--- config.mk ---
export PLATFORM = sky130hd
export DESIGN_NAME = mesh_sweep_seq
export DESIGN_NICKNAME = d
export VERILOG_FILES = /design/src/rtl/mesh_seq_pkg.sv /design/src/rtl/mesh_seq_coord.sv /design/src/rtl/mesh_seq_icount.sv /design/src/rtl/mesh_seq_wbeat.sv /design/src/rtl/mesh_sweep_seq.sv
export SDC_FILE = /design/constraint.sdc
export NUM_CORES = 1
export LEC_CHECK = 0
export BUFFER_PORTS_ARGS = -buffer_cell sky130_fd_sc_hd__buf_2
export CORE_MARGIN = 4
export CORE_UTILIZATION = 25
export DETAILED_ROUTE_END_ITERATION = 10
export PLACE_DENSITY = 0.47
export SETUP_SLACK_MARGIN = 0.5
export SYNTH_ARGS = -nofsm -noshare
export SYNTH_HDL_FRONTEND = slang
export SYNTH_HIERARCHICAL = 1
export SYNTH_SLANG_ARGS = --single-unit
export TNS_END_PERCENT = 30
--- constraint.sdc ---
create_clock -name clk -period 4.3 [get_ports clk]
set_clock_uncertainty 0.1 [all_clocks]
set_input_delay 0.43 -clock clk [delete_from_list [all_inputs] [get_ports clk]]
set_output_delay 0.43 -clock clk [all_outputs]
set_load 0.01 [all_outputs]
--- src/rtl/mesh_seq_pkg.sv ---
package mesh_seq_pkg;
  typedef enum logic [2:0] {
    ST_IDLE = 3'd0,
    ST_LOAD = 3'd1,
    ST_RUN  = 3'd2,
    ST_WR0  = 3'd3,
    ST_WR1  = 3'd4
  } seq_state_t;
endpackage

--- src/rtl/mesh_seq_coord.sv ---
module mesh_seq_coord #(
  parameter int COORD_W = 7
) (
  input  logic               clk,
  input  logic               rst_n,
  input  logic               clear,
  input  logic               step,
  input  logic [COORD_W-1:0] h_last,
  input  logic [COORD_W-1:0] v_last,
  output logic [COORD_W-1:0] x,
  output logic [COORD_W-1:0] y,
  output logic               last_pt
);
  logic row_end;
  assign row_end = (x == h_last);
  assign last_pt = row_end && (y == v_last);

  always_ff @(posedge clk or negedge rst_n) begin
    if (!rst_n) begin
      x <= '0;
      y <= '0;
    end else if (clear) begin
      x <= '0;
      y <= '0;
    end else if (step) begin
      if (row_end) begin
        x <= '0;
        y <= y + COORD_W'(1);
      end else begin
        x <= x + COORD_W'(1);
      end
    end
  end
endmodule

--- src/rtl/mesh_seq_icount.sv ---
module mesh_seq_icount #(
  parameter int INSN_LIMIT = 2048,
  localparam int CNT_W = (INSN_LIMIT > 2) ? $clog2(INSN_LIMIT) : 1
) (
  input  logic clk,
  input  logic rst_n,
  input  logic clear,
  input  logic inc,
  output logic expire
);
  logic [CNT_W-1:0] cnt;

  assign expire = inc && (cnt == CNT_W'(INSN_LIMIT - 1));

  always_ff @(posedge clk or negedge rst_n) begin
    if (!rst_n)     cnt <= '0;
    else if (clear) cnt <= '0;
    else if (inc)   cnt <= cnt + CNT_W'(1);
  end
endmodule

--- src/rtl/mesh_seq_wbeat.sv ---
module mesh_seq_wbeat #(
  parameter int ADDR_W     = 32,
  parameter int DATA_W     = 32,
  parameter int COORD_W    = 7,
  parameter int ROW_PITCH  = 128,
  parameter int VERT_BYTES = 8
) (
  input  logic [ADDR_W-1:0]  base,
  input  logic [COORD_W-1:0] x,
  input  logic [COORD_W-1:0] y,
  input  logic               second,
  input  logic [DATA_W-1:0]  word_a,
  input  logic [DATA_W-1:0]  word_b,
  output logic [ADDR_W-1:0]  addr,
  output logic [DATA_W-1:0]  data
);
  localparam int NBYTES = DATA_W / 8;
  localparam logic [ADDR_W-1:0] ROW_BYTES  = ADDR_W'(ROW_PITCH * VERT_BYTES);
  localparam logic [ADDR_W-1:0] VERT_STEP  = ADDR_W'(VERT_BYTES);
  localparam logic [ADDR_W-1:0] WORD_BYTES = ADDR_W'(NBYTES);

  logic [DATA_W-1:0] word;
  assign word = second ? word_b : word_a;
  assign addr = base + ADDR_W'(y) * ROW_BYTES + ADDR_W'(x) * VERT_STEP
              + (second ? WORD_BYTES : '0);

  for (genvar b = 0; b < NBYTES; b++) begin : g_swap
    assign data[8*b +: 8] = word[8*(NBYTES-1-b) +: 8];
  end
endmodule

--- src/rtl/mesh_sweep_seq.sv ---
module mesh_sweep_seq
  import mesh_seq_pkg::*;
#(
  parameter int ADDR_W     = 32,
  parameter int DATA_W     = 32,
  parameter int COORD_W    = 7,
  parameter int ROW_PITCH  = 128,
  parameter int VERT_BYTES = 8,
  parameter int INSN_LIMIT = 2048,
  localparam int VCNT_W    = 2 * COORD_W + 1
) (
  input  logic               clk,
  input  logic               rst_n,
  input  logic               ctl_we,
  input  logic               ctl_wbit0,
  output logic               busy,
  input  logic [ADDR_W-1:0]  mesh_base,
  input  logic [COORD_W-1:0] h_last,
  input  logic [COORD_W-1:0] v_last,
  output logic               point_start,
  output logic [COORD_W-1:0] point_x,
  output logic [COORD_W-1:0] point_y,
  input  logic               ins_valid,
  output logic               ins_ready,
  input  logic               ins_out,
  input  logic [DATA_W-1:0]  ins_opa,
  input  logic [DATA_W-1:0]  ins_opb,
  output logic               mem_valid,
  input  logic               mem_ready,
  output logic [ADDR_W-1:0]  mem_addr,
  output logic [DATA_W-1:0]  mem_data,
  output logic [ADDR_W-1:0]  last_dma,
  output logic [VCNT_W-1:0]  vertex_count,
  output logic               irq,
  output logic               insn_err
);
  seq_state_t        state;
  logic [DATA_W-1:0] opa_q, opb_q;
  logic              start_ok, last_pt, expire, advance, plain_acc;

  assign busy        = (state != ST_IDLE);
  assign point_start = (state == ST_LOAD);
  assign ins_ready   = (state == ST_RUN);
  assign mem_valid   = (state == ST_WR0) || (state == ST_WR1);
  assign start_ok    = ctl_we && ctl_wbit0 && (state == ST_IDLE);
  assign plain_acc   = ins_ready && ins_valid && !ins_out;
  assign advance     = (plain_acc && expire) || ((state == ST_WR1) && mem_ready);

  mesh_seq_coord #(.COORD_W(COORD_W)) u_coord (
    .clk     (clk),
    .rst_n   (rst_n),
    .clear   (start_ok),
    .step    (advance && !last_pt),
    .h_last  (h_last),
    .v_last  (v_last),
    .x       (point_x),
    .y       (point_y),
    .last_pt (last_pt)
  );

  mesh_seq_icount #(.INSN_LIMIT(INSN_LIMIT)) u_icount (
    .clk    (clk),
    .rst_n  (rst_n),
    .clear  (point_start),
    .inc    (plain_acc),
    .expire (expire)
  );

  mesh_seq_wbeat #(
    .ADDR_W(ADDR_W), .DATA_W(DATA_W), .COORD_W(COORD_W),
    .ROW_PITCH(ROW_PITCH), .VERT_BYTES(VERT_BYTES)
  ) u_wbeat (
    .base   (mesh_base),
    .x      (point_x),
    .y      (point_y),
    .second (state == ST_WR1),
    .word_a (opa_q),
    .word_b (opb_q),
    .addr   (mem_addr),
    .data   (mem_data)
  );

  always_ff @(posedge clk or negedge rst_n) begin
    if (!rst_n) begin
      state        <= ST_IDLE;
      opa_q        <= '0;
      opb_q        <= '0;
      last_dma     <= '0;
      vertex_count <= '0;
      irq          <= 1'b0;
      insn_err     <= 1'b0;
    end else begin
      irq      <= 1'b0;
      insn_err <= 1'b0;
      case (state)
        ST_IDLE: if (start_ok) state <= ST_LOAD;
        ST_LOAD: state <= ST_RUN;
        ST_RUN: begin
          if (ins_valid && ins_out) begin
            opa_q <= ins_opa;
            opb_q <= ins_opb;
            state <= ST_WR0;
          end else if (plain_acc && expire) begin
            insn_err <= 1'b1;
          end
        end
        ST_WR0: if (mem_ready) state <= ST_WR1;
        ST_WR1: if (mem_ready) last_dma <= mem_addr;
        default: state <= ST_IDLE;
      endcase
      if (advance) begin
        state <= last_pt ? ST_IDLE : ST_LOAD;
        if (last_pt) begin
          irq          <= 1'b1;
          vertex_count <= (VCNT_W'(h_last) + VCNT_W'(1)) * (VCNT_W'(v_last) + VCNT_W'(1));
        end
      end
    end
  end
endmodule

==> impl_results.md, run 1 <==
* EDFF count, synth at 0
* Reg-to-Reg Start: state[0]
* Count of input and output buffers at 247
* Clock buffer count from CTS at 17
* CTS Sinks at 141
* Synth Register Bits at 141
* Core area at 0.0379 mm^2
* GR Util met3 at 0.0370
* Mapped Avg Cell Area at 10.5 um^2
* Antenna Violating Nets Remaining at 0
* Worst Tran Pin Value at 1.00 ns
* Crit path top cell by count: fa_1
* Initial antenna violation count at 0
* Failing checks: hold timing, setup timing
* NetSw at 2.45 mW
* Synthesized Nets at 1,133
* Clock power share at 0.220
* Post-CTS Hold Fix Bufs at 0
* Largest net degree at the start of global routing at 90
* Max incr delay on CP at 0.59 ns
* Post-synthesis cell count at 926
* Routed WL at 28,800 um
* Layout area overhead at 38.5%
* Sequential share of power at 0.302
* Power Internal at 4.36 mW
* CTS clock-pin slew for the worst setup and hold paths at 0.07 ns
* Clock Tree Root: clkbuf_16
* Num ports at 248
* Grt peak-use layer: met2
* GPL Wtd Cong at 0.826
* CP Capture Type: flip-flop
* Total number of yosys warnings at 6
* Chip width at 205 um
* Count of final max-slew check failures at 0
* Max-slew headroom at 0.332
* Status: complete, but fails checks
* Drc violations at 0
* CP startpoint: v_last[1]
* PD cells at 507 mW/mm^2
* Area of the die at 0.0420 mm^2
* Reg2Reg Depth at 14
* Leakage at 6.35 nW
* First-pass GRT wire length at 46,500 um
* Worst path depth at 17
* GR Util All Layers at 0.138
* Layout cell share with drive strength beyond 1 at 0.435
* Final WS setup at -0.0519 ns
* Maximum clock insertion buffer count at 2
* Cell family with most CP delay: adder cells
* Period utilization at 1.01
* Routed via count at 8,070
* WHS at -0.0271 ns
* Data arrival, critical path at 4.56 ns
* M2 GR Usage at 0.244
* Synth cell types at 65
* Max Freq at 0.230 GHz
* Total iterations of the first detailed-routing run at 4
* Core Rows at 71
* Routed vias/inst at 4.53
* Die Y at 205 um
* Post-DP HPWL at 22,000 um
* Ys async rst share at 1.00
* Post-synth top flop: dfrtp_1
* Startpoint Class: input port
* Critical path type: input port to flip-flop
* Starting DRT DRC Count at 251
* Gr ovfl total at 0
* Share of power burned in combinational logic at 0.478
* Area after DPL at 0.0122 mm^2
* Vias in the first global route at 8,606
* Max-cap violations at 0
* Peak supply drop at 0.293 mV
* Register Area at 0.00353 mm^2
* Net Sw Frac at 0.360
* Fin crit period at 4.35 ns
* Worst skew pair latency at 0.43 ns
* Fin area at 0.0134 mm^2
* CP max-delay cell: fa_1
* CP cell instances: buf_8 > and3_4 > and3_4 > xnor2_4 > nor2_2 > fa_1 > fa_1 > fa_1 > inv_1 > fa_1 > inv_1 > ha_4 > a21o_1 > or3_4 > a21oi_4 > mux2i_1 > nand3_1
* Fillers at 3,939
* Crit path required time at 4.51 ns
* CP Buf/Inv Count at 3
* Final hold violation count at 16
* Met1 Usage GRT at 0.170
* Hold Path Class: input port to asynchronous set/reset pin
* TritonCTS clock tree: done
* Cell Area, Synth at 0.00970 mm^2
* # nets final at 1,465
* Initial Util at 0.256
* Area taken by multi-input logic gates at 0.00634 mm^2
* CTS H-tree lvls at 4
* CP max FO at 3
* Unrepaired setup endpoints after global routing: true
* Post-synthesis sequential area ratio at 0.364
* Average wire per standard cell at 16.1 um
* Final Setup Violations at 1
## kinds of logic (layout without fill, tap and decap cells)
family          Yosys count  after routing  share of synthesized area
mux                     135            135                      0.156
simple gates            258            258                      0.139
flops                   141            141                      0.364
buf+inv                 100            444                     0.0472
other cells               0              1                          0
xor+xnor                 71             71                     0.0641
compound gates          131            131                     0.0864
fa+ha+maj                90             90                      0.144
## per-stage QoR
stage	util	power (mW)	std cells	setup WS (ns)	TNS (ns)
after floorplan	-	3.86	926	-0.301	-1.01
after global placement	0.321	4.99	1733	-0.577	-4.10
after detailed placement	0.321	5.03	1733	-0.639	-4.53
after CTS	0.347	6.76	1775	-0.0393	-0.0393
after global routing	0.354	7.38	1781	-0.199	-0.634
final	0.354	6.81	1782	-0.0519	-0.0519
## power groups by stage
stage / clock [mW] / sequential [mW] / combinational (mW)
after floorplan: 0 / 2.10 / 1.76
after global placement: 0 / 2.06 / 2.93
after detailed placement: 0 / 2.08 / 2.95
after CTS: 1.56 / 2.06 / 3.14
after global routing: 1.61 / 2.13 / 3.63
final: 1.50 / 2.06 / 3.25
## flip-flops by register name (all words and copies together), names as in the netlist
name          flops
insn_err          1
irq               1
last_dma         32
opa_q            32
opb_q            32
state             3
u_coord/x         7
u_coord/y         7
u_icount/cnt     11
vertex_count     15
## layout by cell type (no fill, tap or decap), drive strengths merged, types with 2 or more instances in the layout
cell type and n:
o31ai 9, a311oi 5, inv 72, a22oi 2, o21ai 31, o211ai 7, and2 4, nor2 76
and3 11, o22ai 3, nor3b 5, nand3 28, fa 36, clkbuf 20, ha 54, mux2i 4
a21o 6, a31oi 12, clkinvlp 2, o21a 9, o2111ai 3, dfrtp 141, and4 2, nor3 11
clkinv 3, xor2 35, or2 6, nor4 3, or3 7, buf 345, bufinv 2, nor2b 10
xnor2 36, nand4 11, a211oi 4, or4 7, a21oi 34, nand2b 11, mux2 131, nand2 63
## area by class of cell
type	instances	share of cell area
antenna	1	0.000186
clock buffer	20	0.0325
clock inverter	11	0.0101
inverter	68	0.0190
multi-input combinational	685	0.472
sequential	141	0.263
tap	511	0.0476
timing repair buffer	345	0.156
## metal layers
layer	share of wire	vias to the layer above
met5	0	-
met4	0.011	0
met3	0.050	16
met2	0.51	152
met1	0.43	4014
li1	-	3888
## path summary, 6_finish.rpt
| check | end | slack, ns |
|---|---|---|
| setup / recovery | vertex_count[13] | -0.05 |
| hold / removal | last_dma[6] | -0.03 |
| setup reg to reg | u_coord/y[6] | 0.94 |
| hold reg to reg | vertex_count[3] | 0.38 |
| max in group asynchronous | u_coord/y[6] | 3.11 |
| min in group clk | opb_q[24] | 0.11 |
## cell usage after synthesis (all sizes together), types with 9 or more instances
| master | instances | area share |
|---|---|---|
| o31ai | 9 | 0.0070 |
| nor2b | 10 | 0.0064 |
| nor3 | 11 | 0.0057 |
| nand2 | 63 | 0.024 |
| a31oi | 12 | 0.0077 |
| nand2b | 11 | 0.0079 |
| mux2 | 131 | 0.15 |
| nand3 | 28 | 0.016 |
| o21ai | 31 | 0.017 |
| and3 | 11 | 0.0071 |
| nor2 | 76 | 0.030 |
| fa | 36 | 0.074 |
| nand4 | 11 | 0.0099 |
| o21a | 9 | 0.0070 |
| xnor2 | 36 | 0.032 |
| dfrtp | 141 | 0.36 |
| inv | 68 | 0.026 |
| xor2 | 35 | 0.032 |
| ha | 54 | 0.070 |
| a21oi | 34 | 0.018 |
| buf | 27 | 0.019 |
## timing repair
action / 4_1_cts / 5_1_grt
setup endpoints to repair: 18 / 30
pin swaps: 44 / 35
endpoints found under the hold margin: 0 / 0
setup buffers: 11 / 6
resized for setup: 59 / 53
No activity file was read; power rests on OpenSTA's default activity.
==> inputs of run 2 (changes only) <==
- CORE_MARGIN: 4 -> 2
==> impl_results.md, run 2 (synthesized netlist as in run 1, its figures left out) <==
* Area after DPL at 0.0122 mm^2 (about the same)
* Data arrival, critical path at 4.58 ns (was 4.56 ns)
* Worst skew pair latency at 0.44 ns (was 0.43 ns)
* Most frequent cells in the layout: buf_2 (241), dfrtp_1 (141), buf_4 (86) (was buf_2 (239), dfrtp_1 (140), buf_4 (84))
* Crit path required time at 4.52 ns (was 4.51 ns)
* Fillers at 4,016 (was 3,939)
* Clock buffer count from CTS at 17 (unchanged)
* Antenna Violating Nets Remaining at 0 (unchanged)
* Failing checks: hold timing, setup timing (unchanged)
* Maximum clock insertion buffer count at 2 (unchanged)
* Vias in the first global route at 8,391 (was 8,606)
* Post-layout util at 0.344 (was 0.354)
* CTS H-tree lvls at 4 (unchanged)
* Layout cell share with drive strength beyond 1 at 0.416 (was 0.435)
* Routed via count at 7,936 (was 8,070)
* Fin crit period at 4.36 ns (was 4.35 ns)
* PD cells at 507 mW/mm^2 (about the same)
* Area of the die at 0.0404 mm^2 (was 0.0420 mm^2)
* Final hold violation count at 8 (was 16)
* CTS Sinks at 141 (unchanged)
* WHS at -0.0565 ns (was -0.0271 ns)
* Count of input and output buffers at 247 (unchanged)
* GPL Wtd Cong at 0.826 (unchanged)
* Unrepaired setup endpoints after global routing: true (unchanged)
* GR Util All Layers at 0.140 (was 0.138)
* Leakage at 6.30 nW (was 6.35 nW)
* Startpoint Class: input port (unchanged)
* Max Freq at 0.229 GHz (was 0.230 GHz)
* Crit path top cell by count: fa_1 (unchanged)
* Core area at 0.0385 mm^2 (was 0.0379 mm^2)
* Largest net degree at the start of global routing at 97 (was 90)
* Final Setup Violations at 2 (was 1)
* Initial Util at 0.252 (was 0.256)
* Routed vias/inst at 4.45 (was 4.53)
* Biggest regs: last_dma: 32 flops, opa_q: 32 flops, opb_q: 32 flops (unchanged)
* Drc violations at 0 (unchanged)
* CP Capture Type: flip-flop (unchanged)
* Chip width at 201 um (was 205 um)
* Die Y at 201 um (was 205 um)
* Gr ovfl total at 0 (unchanged)
* Critical path type: input port to flip-flop (unchanged)
* Num ports at 248 (unchanged)
* CP max FO at 6 (was 3)
* Count of final max-slew check failures at 0 (unchanged)
* Max-cap violations at 0 (unchanged)
* Max-slew headroom at 0.332 (about the same)
* Total iterations of the first detailed-routing run at 4 (unchanged)
* Starting DRT DRC Count at 293 (was 251)
* Final non-filler cell total at 1,785 (was 1,782)
* CTS clock-pin slew for the worst setup and hold paths at 0.07 ns (about the same)
* Routed WL at 27,600 um (was 28,800 um)
* Post-DP HPWL at 21,400 um (was 22,000 um)
* Clock Tree Root: clkbuf_16 (unchanged)
* First-pass GRT wire length at 44,800 um (was 46,500 um)
* CP cell instances: buf_6 > and3_4 > buf_12 > xnor2_4 > buf_4 > nor2_2 > fa_1 > inv_1 > fa_1 > fa_1 > fa_1 > inv_1 > ha_4 > o21a_1 > or3_4 > a21oi_2 > mux2i_1 > nand3_1 (was buf_8 > and3_4 > and3_4 > xnor2_4 > nor2_2 > fa_1 > fa_1 > fa_1 > inv_1 > fa_1 > inv_1 > ha_4 > a21o_1 > or3_4 > a21oi_4 > mux2i_1 > nand3_1)
* Hold Path Class: input port to asynchronous set/reset pin (unchanged)
* Period utilization at 1.01 (about the same)
* Fin area at 0.0132 mm^2 (was 0.0134 mm^2)
* Layout area overhead at 36.5% (was 38.5%)
* Peak supply drop at 0.343 mV (was 0.293 mV)
* Final WS setup at -0.0637 ns (was -0.0519 ns)
* Dpl cells at 1,742 (was 1,733)
* Worst Tran Pin Value at 1.00 ns (about the same)
* TritonCTS clock tree: done (unchanged)
* # nets final at 1,459 (was 1,465)
* Most common cell after layout, fill and taps aside: buf_2 (unchanged)
* Initial antenna violation count at 2 (was 0)
* Status: complete, but fails checks (unchanged)
* Max incr delay on CP at 0.55 ns (was 0.59 ns)
* Average wire per standard cell at 15.5 um (was 16.1 um)
* CP max-delay cell: fa_1 (unchanged)
* Core Rows at 72 (was 71)
[run 2: repair_timing]
| action | 4_1_cts | 5_1_grt |
|---|---|---|
| hold buffers | 0 | 0 |
| pin swaps | 22 | 33 |
| setup buffers | 5 | 4 |
| setup endpoints to repair | 20 | 17 |
| resized for setup | 42 | 20 |
[run 2: path summary, 6_finish.rpt]
path / slack, ns / end / from / cells after the start
setup reg to reg: 0.96 / u_coord/y[6] / state[2] / 12
min in group clk: 0.10 / opb_q[6] / ins_opb[6] / 2
hold / removal: -0.06 / vertex_count[8] / rst_n / 1
setup / recovery: -0.06 / vertex_count[13] / v_last[2] / 18
max in group asynchronous: 3.08 / last_dma[31] / rst_n / 2
hold reg to reg: 0.38 / vertex_count[2] / vertex_count[2] / 2
[run 2: worst max-delay path: cells and delay by family]
family / cells / cell delay [ns]
adder cells (fa/ha/maj): 5 / 2.27
AND/OR/NAND/NOR: 4 / 0.64
buffers and inverters: 5 / 0.52
AO/OA/AOI/OAI: 2 / 0.26
XOR/XNOR: 1 / 0.24
multiplexers: 1 / 0.21
[run 2: report_power, final]
group / leakage [nW] / internal [mW] / switching, mW / total (mW)
Clock: 0.295 / 0.943 / 0.650 / 1.59
Combinational: 4.22 / 1.58 / 1.49 / 3.07
Sequential: 1.79 / 1.81 / 0.250 / 2.06
Total: 6.30 / 4.33 / 2.38 / 6.72
[run 2: area by class of cell]
cell class	count	area, um^2	share of cell area
Multi-Input combinational cell	685	6180	0.466
Sequential cell	141	3530	0.267
Timing Repair Buffer	339	2000	0.151
Tap cell	518	648	0.0490
Clock buffer	19	443	0.0335
Inverter	68	255	0.0193
Clock inverter	13	179	0.0135
Antenna cell	2	5.00	0.000378
[run 2: per-layer routing]
layer	up-vias	routed length (um)	track usage
li1	3876	-	-
met1	3908	12000	0.169
met2	130	14100	0.244
met3	22	1170	0.0357
met4	0	413	0.0423
met5	-	0	0
[run 2: per-stage QoR]
| stage | power (mW) | TNS (ns) | setup slack [ns] |
|---|---|---|---|
| finish | 6.72 | -0.120 | -0.0637 |
| global route | 7.25 | -0.847 | -0.217 |
| CTS | 6.72 | -0.0851 | -0.0615 |
| detailed placement | 5.01 | -4.57 | -0.649 |
| global placement | 4.97 | -4.18 | -0.604 |
| floorplan | 3.86 | -1.01 | -0.301 |
